[config.mk]
export PLATFORM = sky130hd
export DESIGN_NAME = eflag_contour
export DESIGN_NICKNAME = d
export VERILOG_FILES = /design/src/rtl/efc_pkg.sv /design/src/rtl/efc_order.sv /design/src/rtl/efc_walker.sv /design/src/rtl/efc_port.sv /design/src/rtl/eflag_contour.sv
export SDC_FILE = /design/constraint.sdc
export NUM_CORES = 1
export LEC_CHECK = 0
export ABC_AREA = 0
export BUFFER_PORTS_ARGS = -buffer_cell sky130_fd_sc_hd__buf_4
export CAP_MARGIN = 10
export CORE_UTILIZATION = 55
export CTS_BUF_LIST = sky130_fd_sc_hd__clkbuf_4 sky130_fd_sc_hd__clkbuf_8
export CTS_CLUSTER_DIAMETER = 100
export CTS_CLUSTER_SIZE = 16
export DETAILED_ROUTE_END_ITERATION = 16
export PLACE_DENSITY = 0.77
export SYNTH_ARGS = -nofsm -noshare
export SYNTH_HDL_FRONTEND = slang
export SYNTH_SLANG_ARGS = --single-unit
[constraint.sdc]
create_clock -name clk -period 5 [get_ports clk]
set_clock_uncertainty 0.05 [all_clocks]
set_input_delay 0.5 -clock clk [delete_from_list [all_inputs] [get_ports clk]]
set_output_delay 0.5 -clock clk [all_outputs]
set_load 0.1 [all_outputs]
[src/rtl/efc_pkg.sv]
// Shared types for the edge flag contour generator.
package efc_pkg;
    // Control states of the edge walker.
    typedef enum logic [2:0] {
        ST_IDLE,
        ST_NORM,
        ST_READ,
        ST_WRITE,
        ST_STEP,
        ST_FIN
    } efc_state_e;
endpackage

[src/rtl/efc_order.sv]
// Orders an edge so it runs upward, and derives its rise and signed run.
// Assumes both endpoints lie in 0..2^CW-1; purely combinational.
module efc_order #(
    parameter int CW = 10
) (
    input  logic                 [CW-1:0] x0,
    input  logic                 [CW-1:0] y0,
    input  logic                 [CW-1:0] x1,
    input  logic                 [CW-1:0] y1,
    output logic                 [CW-1:0] lo_x,
    output logic                 [CW-1:0] lo_y,
    output logic                 [CW-1:0] rise,
    output logic signed          [CW:0]   run,
    output logic                          flat
);
    logic [CW-1:0] hi_x, hi_y;

    // Pick the lower endpoint as the walk origin.
    always_comb begin
        if (y1 < y0) begin
            lo_x = x1; lo_y = y1; hi_x = x0; hi_y = y0;
        end else begin
            lo_x = x0; lo_y = y0; hi_x = x1; hi_y = y1;
        end
        rise = hi_y - lo_y;
        run  = $signed({1'b0, hi_x}) - $signed({1'b0, lo_x});
        flat = (rise == '0);
    end
endmodule

[src/rtl/efc_walker.sv]
// Incremental edge stepper. Holds the pixel column and a remainder such that
// column*2*rise + rem = 2*rise*x_lo + rise + run*(2k+1) for scanline k.
// The column is valid once rem lies in [0, 2*rise). Each adjust moves the
// column one unit; each advance moves to the next scanline. Assumes rise > 0
// whenever adjust or advance is raised.
module efc_walker #(
    parameter int CW   = 10,
    parameter int YPIX = 512,
    localparam int PW  = CW + 2,
    localparam int RW  = CW + 3,
    localparam int YA  = $clog2(YPIX)
) (
    input  logic                  clk,
    input  logic                  rst_n,
    input  logic                  load,
    input  logic                  adjust,
    input  logic                  advance,
    input  logic         [CW-1:0] lo_x,
    input  logic         [CW-1:0] lo_y,
    input  logic         [CW-1:0] rise,
    input  logic signed  [CW:0]   run,
    output logic signed  [PW-1:0] col,
    output logic         [YA-1:0] row,
    output logic                  settled,
    output logic                  final_line
);
    logic signed [PW-1:0] col_q;
    logic signed [RW-1:0] rem_q;
    logic signed [RW-1:0] run2_q;
    logic        [CW:0]   span2_q;
    logic        [CW-1:0] row_q;
    logic        [CW-1:0] left_q;
    logic signed [RW-1:0] span_ext;

    assign span_ext   = $signed({2'b00, span2_q});
    assign settled    = !rem_q[RW-1] && (rem_q < span_ext);
    assign final_line = (left_q == CW'(1));
    assign col        = col_q;
    assign row        = row_q[YA-1:0];

    // Load a new edge, normalise the remainder, or step one scanline.
    always_ff @(posedge clk) begin
        if (!rst_n) begin
            col_q   <= '0;
            rem_q   <= '0;
            run2_q  <= '0;
            span2_q <= '0;
            row_q   <= '0;
            left_q  <= '0;
        end else if (load) begin
            col_q   <= $signed({2'b00, lo_x});
            rem_q   <= $signed({3'b000, rise}) + {{2{run[CW]}}, run};
            run2_q  <= {run[CW], run, 1'b0};
            span2_q <= {rise, 1'b0};
            row_q   <= lo_y;
            left_q  <= rise;
        end else if (adjust && !settled) begin
            if (rem_q[RW-1]) begin
                col_q <= col_q - PW'(1);
                rem_q <= rem_q + span_ext;
            end else begin
                col_q <= col_q + PW'(1);
                rem_q <= rem_q - span_ext;
            end
        end else if (advance) begin
            rem_q  <= rem_q + run2_q;
            row_q  <= row_q + CW'(1);
            left_q <= left_q - CW'(1);
        end
    end

    // the walker never moves past the last scanline of the edge.
    assert_left_nonzero_R4: assert property (@(posedge clk) disable iff (!rst_n)
        (adjust || advance) |-> (left_q != '0));

    // scanlines being walked stay inside the raster rows.
    assert_row_range_R2: assert property (@(posedge clk) disable iff (!rst_n)
        (adjust || advance) |-> (row_q < CW'(YPIX)));
endmodule

[src/rtl/efc_port.sv]
// Forms the working-plane address and read/write strobes from the walker
// position and the control state. Columns at or beyond XPIX are reported
// as not visible; negative columns clamp to zero. The write data is the
// inverse of the bit returned by the preceding read.
module efc_port
    import efc_pkg::*;
#(
    parameter int CW   = 10,
    parameter int XPIX = 512,
    parameter int YPIX = 512,
    localparam int PW  = CW + 2,
    localparam int XA  = $clog2(XPIX),
    localparam int YA  = $clog2(YPIX)
) (
    input  logic                   clk,
    input  logic                   rst_n,
    input  efc_state_e             state,
    input  logic signed [PW-1:0]   col,
    input  logic        [YA-1:0]   row,
    input  logic                   rd_bit,
    output logic        [YA+XA-1:0] mem_addr,
    output logic                   mem_rd,
    output logic                   mem_wr,
    output logic                   mem_wbit,
    output logic                   visible
);
    localparam logic signed [PW-1:0] XLIM = PW'(XPIX);
    logic [XA-1:0] col_c;

    // Clamp the column and drive the single-bit memory port.
    always_comb begin
        visible  = (col < XLIM);
        col_c    = col[PW-1] ? '0 : col[XA-1:0];
        mem_addr = {row, col_c};
        mem_rd   = (state == ST_READ);
        mem_wr   = (state == ST_WRITE);
        mem_wbit = ~rd_bit;
    end

    // each read is completed by a write to the same address next cycle.
    assert_rmw_pair_R3: assert property (@(posedge clk) disable iff (!rst_n)
        mem_rd |=> (mem_wr && $stable(mem_addr)));

    // read and write strobes never coincide.
    assert_exclusive_R10: assert property (@(posedge clk) disable iff (!rst_n)
        !(mem_rd && mem_wr));

    // the next toggle cannot begin in the cycle right after a write.
    assert_no_back_to_back_R10: assert property (@(posedge clk) disable iff (!rst_n)
        mem_wr |=> !mem_rd);
endmodule

[src/rtl/eflag_contour.sv]
// Edge flag contour generator top. Accepts one edge per start while idle,
// walks it scanline by scanline and inverts one working-plane bit per
// scanline via read-invert-write. Assumes endpoints lie within the raster
// (0..XPIX, 0..YPIX) and a synchronous memory returning read data one cycle
// after the read strobe.
module eflag_contour
    import efc_pkg::*;
#(
    parameter int XPIX = 512,
    parameter int YPIX = 512,
    localparam int CW  = $clog2(((XPIX > YPIX) ? XPIX : YPIX) + 1),
    localparam int XA  = $clog2(XPIX),
    localparam int YA  = $clog2(YPIX),
    localparam int PW  = CW + 2
) (
    input  logic                clk,
    input  logic                rst_n,
    input  logic                start,
    input  logic [CW-1:0]       x0,
    input  logic [CW-1:0]       y0,
    input  logic [CW-1:0]       x1,
    input  logic [CW-1:0]       y1,
    output logic                busy,
    output logic                done,
    output logic [YA+XA-1:0]    mem_addr,
    output logic                mem_rd,
    output logic                mem_wr,
    output logic                mem_wbit,
    input  logic                mem_rbit
);
    efc_state_e            state, nxt;
    logic [CW-1:0]         lo_x, lo_y, rise;
    logic signed [CW:0]    run;
    logic                  flat;
    logic                  load, adjust, advance;
    logic signed [PW-1:0]  col;
    logic [YA-1:0]         row;
    logic                  settled, final_line, visible;

    efc_order #(.CW(CW)) u_order (
        .x0(x0), .y0(y0), .x1(x1), .y1(y1),
        .lo_x(lo_x), .lo_y(lo_y), .rise(rise), .run(run), .flat(flat)
    );

    efc_walker #(.CW(CW), .YPIX(YPIX)) u_walker (
        .clk(clk), .rst_n(rst_n),
        .load(load), .adjust(adjust), .advance(advance),
        .lo_x(lo_x), .lo_y(lo_y), .rise(rise), .run(run),
        .col(col), .row(row), .settled(settled), .final_line(final_line)
    );

    efc_port #(.CW(CW), .XPIX(XPIX), .YPIX(YPIX)) u_port (
        .clk(clk), .rst_n(rst_n), .state(state),
        .col(col), .row(row), .rd_bit(mem_rbit),
        .mem_addr(mem_addr), .mem_rd(mem_rd), .mem_wr(mem_wr),
        .mem_wbit(mem_wbit), .visible(visible)
    );

    // Control state register.
    always_ff @(posedge clk) begin
        if (!rst_n) state <= ST_IDLE;
        else        state <= nxt;
    end

    // Next-state and walker controls.
    always_comb begin
        nxt     = state;
        load    = 1'b0;
        adjust  = 1'b0;
        advance = 1'b0;
        unique case (state)
            ST_IDLE: if (start) begin
                load = 1'b1;
                nxt  = flat ? ST_FIN : ST_NORM;
            end
            ST_NORM: begin
                if (settled) nxt = visible ? ST_READ : ST_STEP;
                else         adjust = 1'b1;
            end
            ST_READ:  nxt = ST_WRITE;
            ST_WRITE: nxt = ST_STEP;
            ST_STEP: begin
                if (final_line) nxt = ST_FIN;
                else begin
                    advance = 1'b1;
                    nxt     = ST_NORM;
                end
            end
            ST_FIN:   nxt = ST_IDLE;
            default:  nxt = ST_IDLE;
        endcase
    end

    assign busy = (state != ST_IDLE);
    assign done = (state == ST_FIN);

    // completion is a single-cycle pulse followed by idle.
    assert_done_pulse_R8: assert property (@(posedge clk) disable iff (!rst_n)
        done |=> (!done && !busy));

    // a flat edge completes in the cycle after it is accepted.
    assert_flat_done_R6: assert property (@(posedge clk) disable iff (!rst_n)
        (!busy && start && (y0 == y1)) |=> done);

    // a bit is only read once the column is settled and on screen.
    assert_read_settled_R2: assert property (@(posedge clk) disable iff (!rst_n)
        mem_rd |-> (settled && visible));
endmodule

## Word-level counts from Yosys, hierarchy flattened

Cells that the tools add are included.

| storage, ports and cells | value |
|---|---|
| memory bits (read-only) | 0 |
| output and inout bits | 23 |
| flip-flop bits (word level) | 69 |
| bits in latches | 0 |
| memory bits (writable) | 0 |
| memories | 0 |
| word-level logic and storage cells | 75 |
| input bits | 44 |

| operators by class | value |
|---|---|
| $mul | 0 |
| order comparisons | 3 |
| div/mod/pow operators | 0 |
| multiplexer cells | 30 |
| shift-type cells | 0 |
| bitwise operators | 2 |
| $add $sub $neg | 10 |
| reductions and logical operators | 13 |
| eq/ne operators | 9 |

Operators with widths:

| cell | count |
|---|---|
| $mux W10 | 12 |
| $mux W13 | 4 |
| $add A13 B12 Y13 | 2 |
| $mux W3 | 5 |
| $pmux W3 S5 | 1 |
| $lt A13 B12 Y1 | 1 |
| $sub A13 B12 Y13 | 1 |
| $add A11 B11 Y12 | 1 |
| $add A12 B2 Y12 const B | 1 |
| $lt A12 B11 Y1 const B | 1 |
| $mux W12 | 1 |
| $sub A12 B2 Y12 const B | 1 |
| $sub A10 B10 Y11 | 1 |
| $add A10 B1 Y10 const B | 1 |
| $eq A10 B1 Y1 const B | 1 |
| $logic_not A10 Y1 | 1 |
| $lt A10 B10 Y1 | 1 |
| $sub A10 B1 Y10 const B | 1 |
| $sub A10 B10 Y10 | 1 |
| $mux W9 | 1 |
| $eq A3 B2 Y1 const B | 2 |
| $eq A3 B3 Y1 const B | 2 |
| $mux W1 | 6 |
| $reduce_bool A3 Y1 | 2 |
| 10 further kinds | 16 |

## Depth between registers and ports, before layout

| logic depth | value |
|---|---|
| word-level depth | 7 |
| mapped depth | 27 |

## Cells and area by module

From an unflattened synthesis, not the netlist that was laid out.

| unflattened totals | value |
|---|---|
| cells, all modules | 969 |
| area, all modules | 7,367.1 µm² |

By module, submodules not included:

| module | area an instance (µm²) | cells an instance | instances |
|---|---|---|---|
| efc_walker | 5,230.0 | 632 | 1 |
| efc_order | 1,729.2 | 288 | 1 |
| eflag_contour | 234.0 | 27 | 1 |
| efc_port | 173.9 | 22 | 1 |

## Worst setup path before layout

OpenSTA, ideal clock, no wires.

| timing path | value |
|---|---|
| path kind | input to register |
| start point | in y0[1] |
| end point | reg u_walker.rem_q[10] |
| slack | -0.203 ns |
| data required time | 4.876 ns |
| stages | 26 |
| data arrival time | 5.079 ns |
| buffers on the path | 4 |
| setup time | 0.074 ns |
| path through | inv_1 -> ha_1 -> nor2b_4 -> o211a_1 -> o211ai_4 -> and2_4 -> buf_6 -> buf_2 -> buf_1 -> buf_1 -> nand2_1 -> o22a_1 -> ha_1 -> nor3_1 -> o221ai_1 -> xnor2_1 -> ha_1 -> a21boi_0 -> o21ai_0 -> a21oi_1 -> o21ai_0 -> nand2b_1 -> o21ai_0 -> a2bb2oi_1 -> o221ai_1 -> a31oi_1 |

| on the way | value |
|---|---|
| word-level cells in the longest chain between the ends | 5 |

RTL lines:

| element | line | text |
|---|---|---|
| start, declared | eflag_contour.sv:20 | `input logic [CW-1:0] y0,` |
| $lt A10 B10 Y1 * | efc_order.sv:20 | `if (y1 < y0) begin` |
| $mux W10 | efc_order.sv:20 |  |
| $sub A10 B10 Y11 * | efc_order.sv:26 | `run = $signed({1'b0, hi_x}) - $signed({1'b0, lo_x});` |
| via run[4] | eflag_contour.sv:33 | `logic signed [CW:0] run;` |
| $add A11 B11 Y12 * | efc_walker.sv:52 | `rem_q <= $signed({3'b000, rise}) + {{2{run[CW]}}, run};` |
| $mux W13 * | efc_walker.sv:50 | `end else if (load) begin` |
| end signal, assigned | efc_walker.sv:52 |  |
| end signal, assigned | efc_walker.sv:60 | `rem_q <= rem_q + span_ext;` |
| end signal, assigned | efc_walker.sv:63 | `rem_q <= rem_q - span_ext;` |
| end, declared | efc_walker.sv:28 | `logic signed [RW-1:0] rem_q;` |

The timed path passes the listed nets; every way through them passes the cells marked *.
A chain may end at the register's enable or synchronous reset.

## Worst setup path after layout

| timing path | value |
|---|---|
| start point | in y0[3] |
| end point | reg u_walker.rem_q[10] |

The elaborated chain is that of the path after synthesis.

==> impl_metrics.py <==
metrics = {
    "critical_path": {
        "crit_required_ps": 5250,
        "crit_cells": 23,
        "cp_top_family": "compound AO/OA/AOI/OAI gates",
        "crit_buf_inv": 3,
        "cp.arrival_ps": 4750,
        "crit_path_top_delay_cell": "ha_1",
        "path_max_fanout": 17,
        "r2r.worst_path.cells": 12,
        "path_cells": "buf_4 > inv_1 > ha_1 > and2_1 > o211a_1 > o211ai_4 > and2_4 > buf_4 > o22a_1 > ha_1 > nor3_1 > o221ai_1 > xnor2_1 > ha_1 > a21boi_0 > o21ai_0 > a21oi_1 > o21ai_0 > nand2b_1 > o21ai_0 > a2bb2oi_1 > o221ai_1 > a31oi_1",
        "worst_path_largest_cell_delay_ps": 380,
        "criticalPathCategory": "input port to flop",
        "startpoint_type": "input port",
        "cp-end-kind": "flop",
    },
    "synth": {
        "synthesis.nets": 1048,
        "synthAdderAreaFrac_pct": 14.3,
        "synthArstFlopShare_pct": 0,
        "synth_compound_area_share_pct": 28.5,
        "avgSynthCellArea_um2": 7.37,
        "synth-seq-area-share_pct": 19.5,
        "synthMuxAreaShare_pct": 1.67,
        "synth-seq-cells": 67,
        "synth_ff_type": "dfxtp_1",
        "synth_cell_type_count": 79,
        "synth_simple_gate_area_share_pct": 22.1,
        "synth_xor_area_share_pct": 8.04,
        "synthCells": 934,
        "synth_top_area_share_pct": 19.5,
        "synth-edff-count": 0,
        "synth_top_family_by_area": "compound AO/OA/AOI/OAI gates",
        "yosysWarningCount": 0,
        "synth_area_leader_cell": "dfxtp_1",
        "synth_area_um2": 6880,
        "yosys-top-cells-area": "dfxtp_1, ha_1, a21oi_1",
    },
    "floorplanning": {
        "initial_core_util_pct": 56.8,
        "die_h_um": 114,
        "core_area_um2": 12100,
        "num_rows": 40,
        "dieArea_um2": 13000,
        "io_pins": 67,
        "die_x_um": 114,
    },
    "timing": {
        "tightest_slew_ps": 975,
        "min_period_over_period_pct": 89.9,
        "maxSlewViolCount": 0,
        "maxSlewHeadroom_pct": 34.8,
        "hold_viol_final": 0,
        "rsz0062_at_grt": "no",
        "fmax_mhz": 222,
        "period_minus_slack_ps": 4500,
        "setup_viol": 0,
        "fin_tns_setup_ps": 0,
    },
    "clock_tree": {
        "cts_inserted_buffers": 9,
        "cts_resized": 0,
        "hold_buffers": 0,
        "clkSinkCount": 67,
        "clk_pin_slew_ps": 80,
        "clockBufferDepth": 2,
        "h-tree-depth": 3,
        "post_cts_buffers": 0,
        "insertion_delay_ps": 370,
        "cts_tree": "done",
        "cts_root_buf": "clkbuf_8",
    },
    "routing": {
        "avgRoutedWirePerCell_um": 15.8,
        "first_iter_violations": 537,
        "wirelength_um": 18400,
        "highest_layer": "met4",
        "routed-wl-met3_um": 1250,
        "ant_nets": 0,
        "met2_length_um": 8180,
        "vias": 6774,
        "drc": 0,
        "m1WireLength_um": 8670,
        "vias_per_cell": 5.82,
        "drt_pass1_iterations": 5,
    },
    "finish": {
        "diodes": 0,
        "nets": 1104,
        "final_util_pct": 64.1,
        "final_common_cell": "nand2_1",
        "fin_cells": 1163,
        "nFillCells": 1168,
        "area_growth_pct": 12.8,
        "fin_area_um2": 7760,
        "drive_above_1_share_pct": 12.7,
        "layout_common_cells": "nand2_1, a21oi_1, buf_4",
    },
    "placement": {
        "postPlaceCellArea_um2": 7560,
        "hpwl_um": 13800,
        "place_congestion": 0.942,
        "dp.cells": 1147,
        "portBuffers": 66,
    },
    "grt": {
        "grt_pass1_wl_um": 30600,
        "grt_pass1_vias": 6287,
        "grt_max_degree": 63,
        "grt_antenna_before_repair": 0,
        "grt_overflow": 0,
        "track_usage_pct": 29.9,
    },
    "min_path": {
        "whs_path_depth": 3,
        "worst_hold_path_type": "input port to flop",
    },
    "pwr": {
        "p_leak_nw": 3.42,
        "power_per_cell_area_nw_per_um2": 516,
        "power_w": 0.00401,
        "ir_worst_vdd_mv": 0.393,
    },
    "run_status": {
        "status": "finished, final reports clean",
    },
    "run": {
        "max_cap_violations": 0,
    },
}
==> per-stage QoR <==
step,hold slack [ps],setup WS [ps]
finish,421,505
global route,446,106
detailed placement,415,216
floorplan,398,16.6
global placement,411,341
CTS,409,583
==> worst reg2reg max path: cells and delay by family (launching register included) <==
kind                       cells  cell delay, ps
AOI/OAI and AO/OA              8            2540
and+or+nand+nor                2             700
buffers and inverters          1              60
adders and majority gates      1             370
DFF                            1             390
==> final timing paths <==
path,startpoint,to,slack (ps)
hold / removal,start,state[0]$_SDFFE_PN0P_,420
hold reg to reg,u_walker.run2_q[6]$_SDFFE_PN0P_,u_walker.run2_q[6]$_SDFFE_PN0P_,420
setup reg to reg,u_walker.span2_q[3]$_SDFFE_PN0P_,u_walker.rem_q[10]$_SDFFE_PN0P_,770
setup / recovery,y0[3],u_walker.rem_q[10]$_SDFFE_PN0P_,500
==> flip-flops by register name (all words and copies together) (netlist names) <==
| register | cells |
|---|---|
| u_walker.span2_q | 10 |
| u_walker.left_q | 10 |
| state | 3 |
| u_walker.row_q | 9 |
| u_walker.col | 12 |
| u_walker.rem_q | 12 |
| u_walker.run2_q | 11 |
==> cells in the mapped netlist, types with 3 or more instances <==
master,number
ha_1,65
nor2b_1,40
nor2_1,70
a21oi_1,88
o21ai_0,64
a211oi_1,12
nand2b_1,20
xnor2_1,41
clkbuf_1,30
o22a_1,3
o31ai_1,6
buf_1,5
and3_1,7
o21ai_1,3
o211ai_1,5
a21o_1,11
mux2i_1,9
a31oi_1,11
o21bai_1,5
nand3_1,14
o221ai_1,6
o211a_1,8
a21boi_0,25
nor4_1,4
o21a_1,9
o22ai_1,4
inv_1,66
nand4_1,4
o32ai_1,3
nand2_1,111
and2_1,7
or3_1,6
a22oi_1,3
maj3_1,7
nor3_1,11
or2_2,4
fa_1,5
xor2_1,14
a221oi_1,12
nor3b_1,6
dfxtp_1,67
==> area by class of cell <==
class | instances | area (um2) | share of cell area (%)
Multi-Input combinational cell | 761 | 5130 | 66.2
Tap cell | 168 | 210 | 2.71
Sequential cell | 67 | 1340 | 17.3
Clock buffer | 10 | 131 | 1.69
Timing Repair Buffer | 83 | 623 | 8.03
Inverter | 68 | 255 | 3.29
Clock inverter | 6 | 66.3 | 0.854
==> kinds of logic (layout without fill, tap and decap cells) <==
| family | Yosys count | count (layout) |
|---|---|---|
| simple gates | 315 | 315 |
| xor+xnor | 59 | 59 |
| fa+ha+maj | 77 | 77 |
| compound gates | 299 | 299 |
| mux | 11 | 11 |
| flops | 67 | 67 |
| buf+inv | 106 | 167 |
==> where the power goes <==
part	internal (W)	switching [W]	leakage, nW
Sequential	0.000685	0.000155	0.551
Combinational	0.000996	0.00169	2.78
Clock	0.000236	0.000242	0.0919
Total	0.00192	0.00209	3.42
==> metal layers <==
layer | GRT usage [%] | vias to the layer above
met3 | 6.11 | 23
met4 | 8.14 | 0
li1 | - | 3410
met2 | 48.0 | 215
met1 | 40.8 | 3126
met5 | 0 | -
Power figures use the tool's default switching activity.
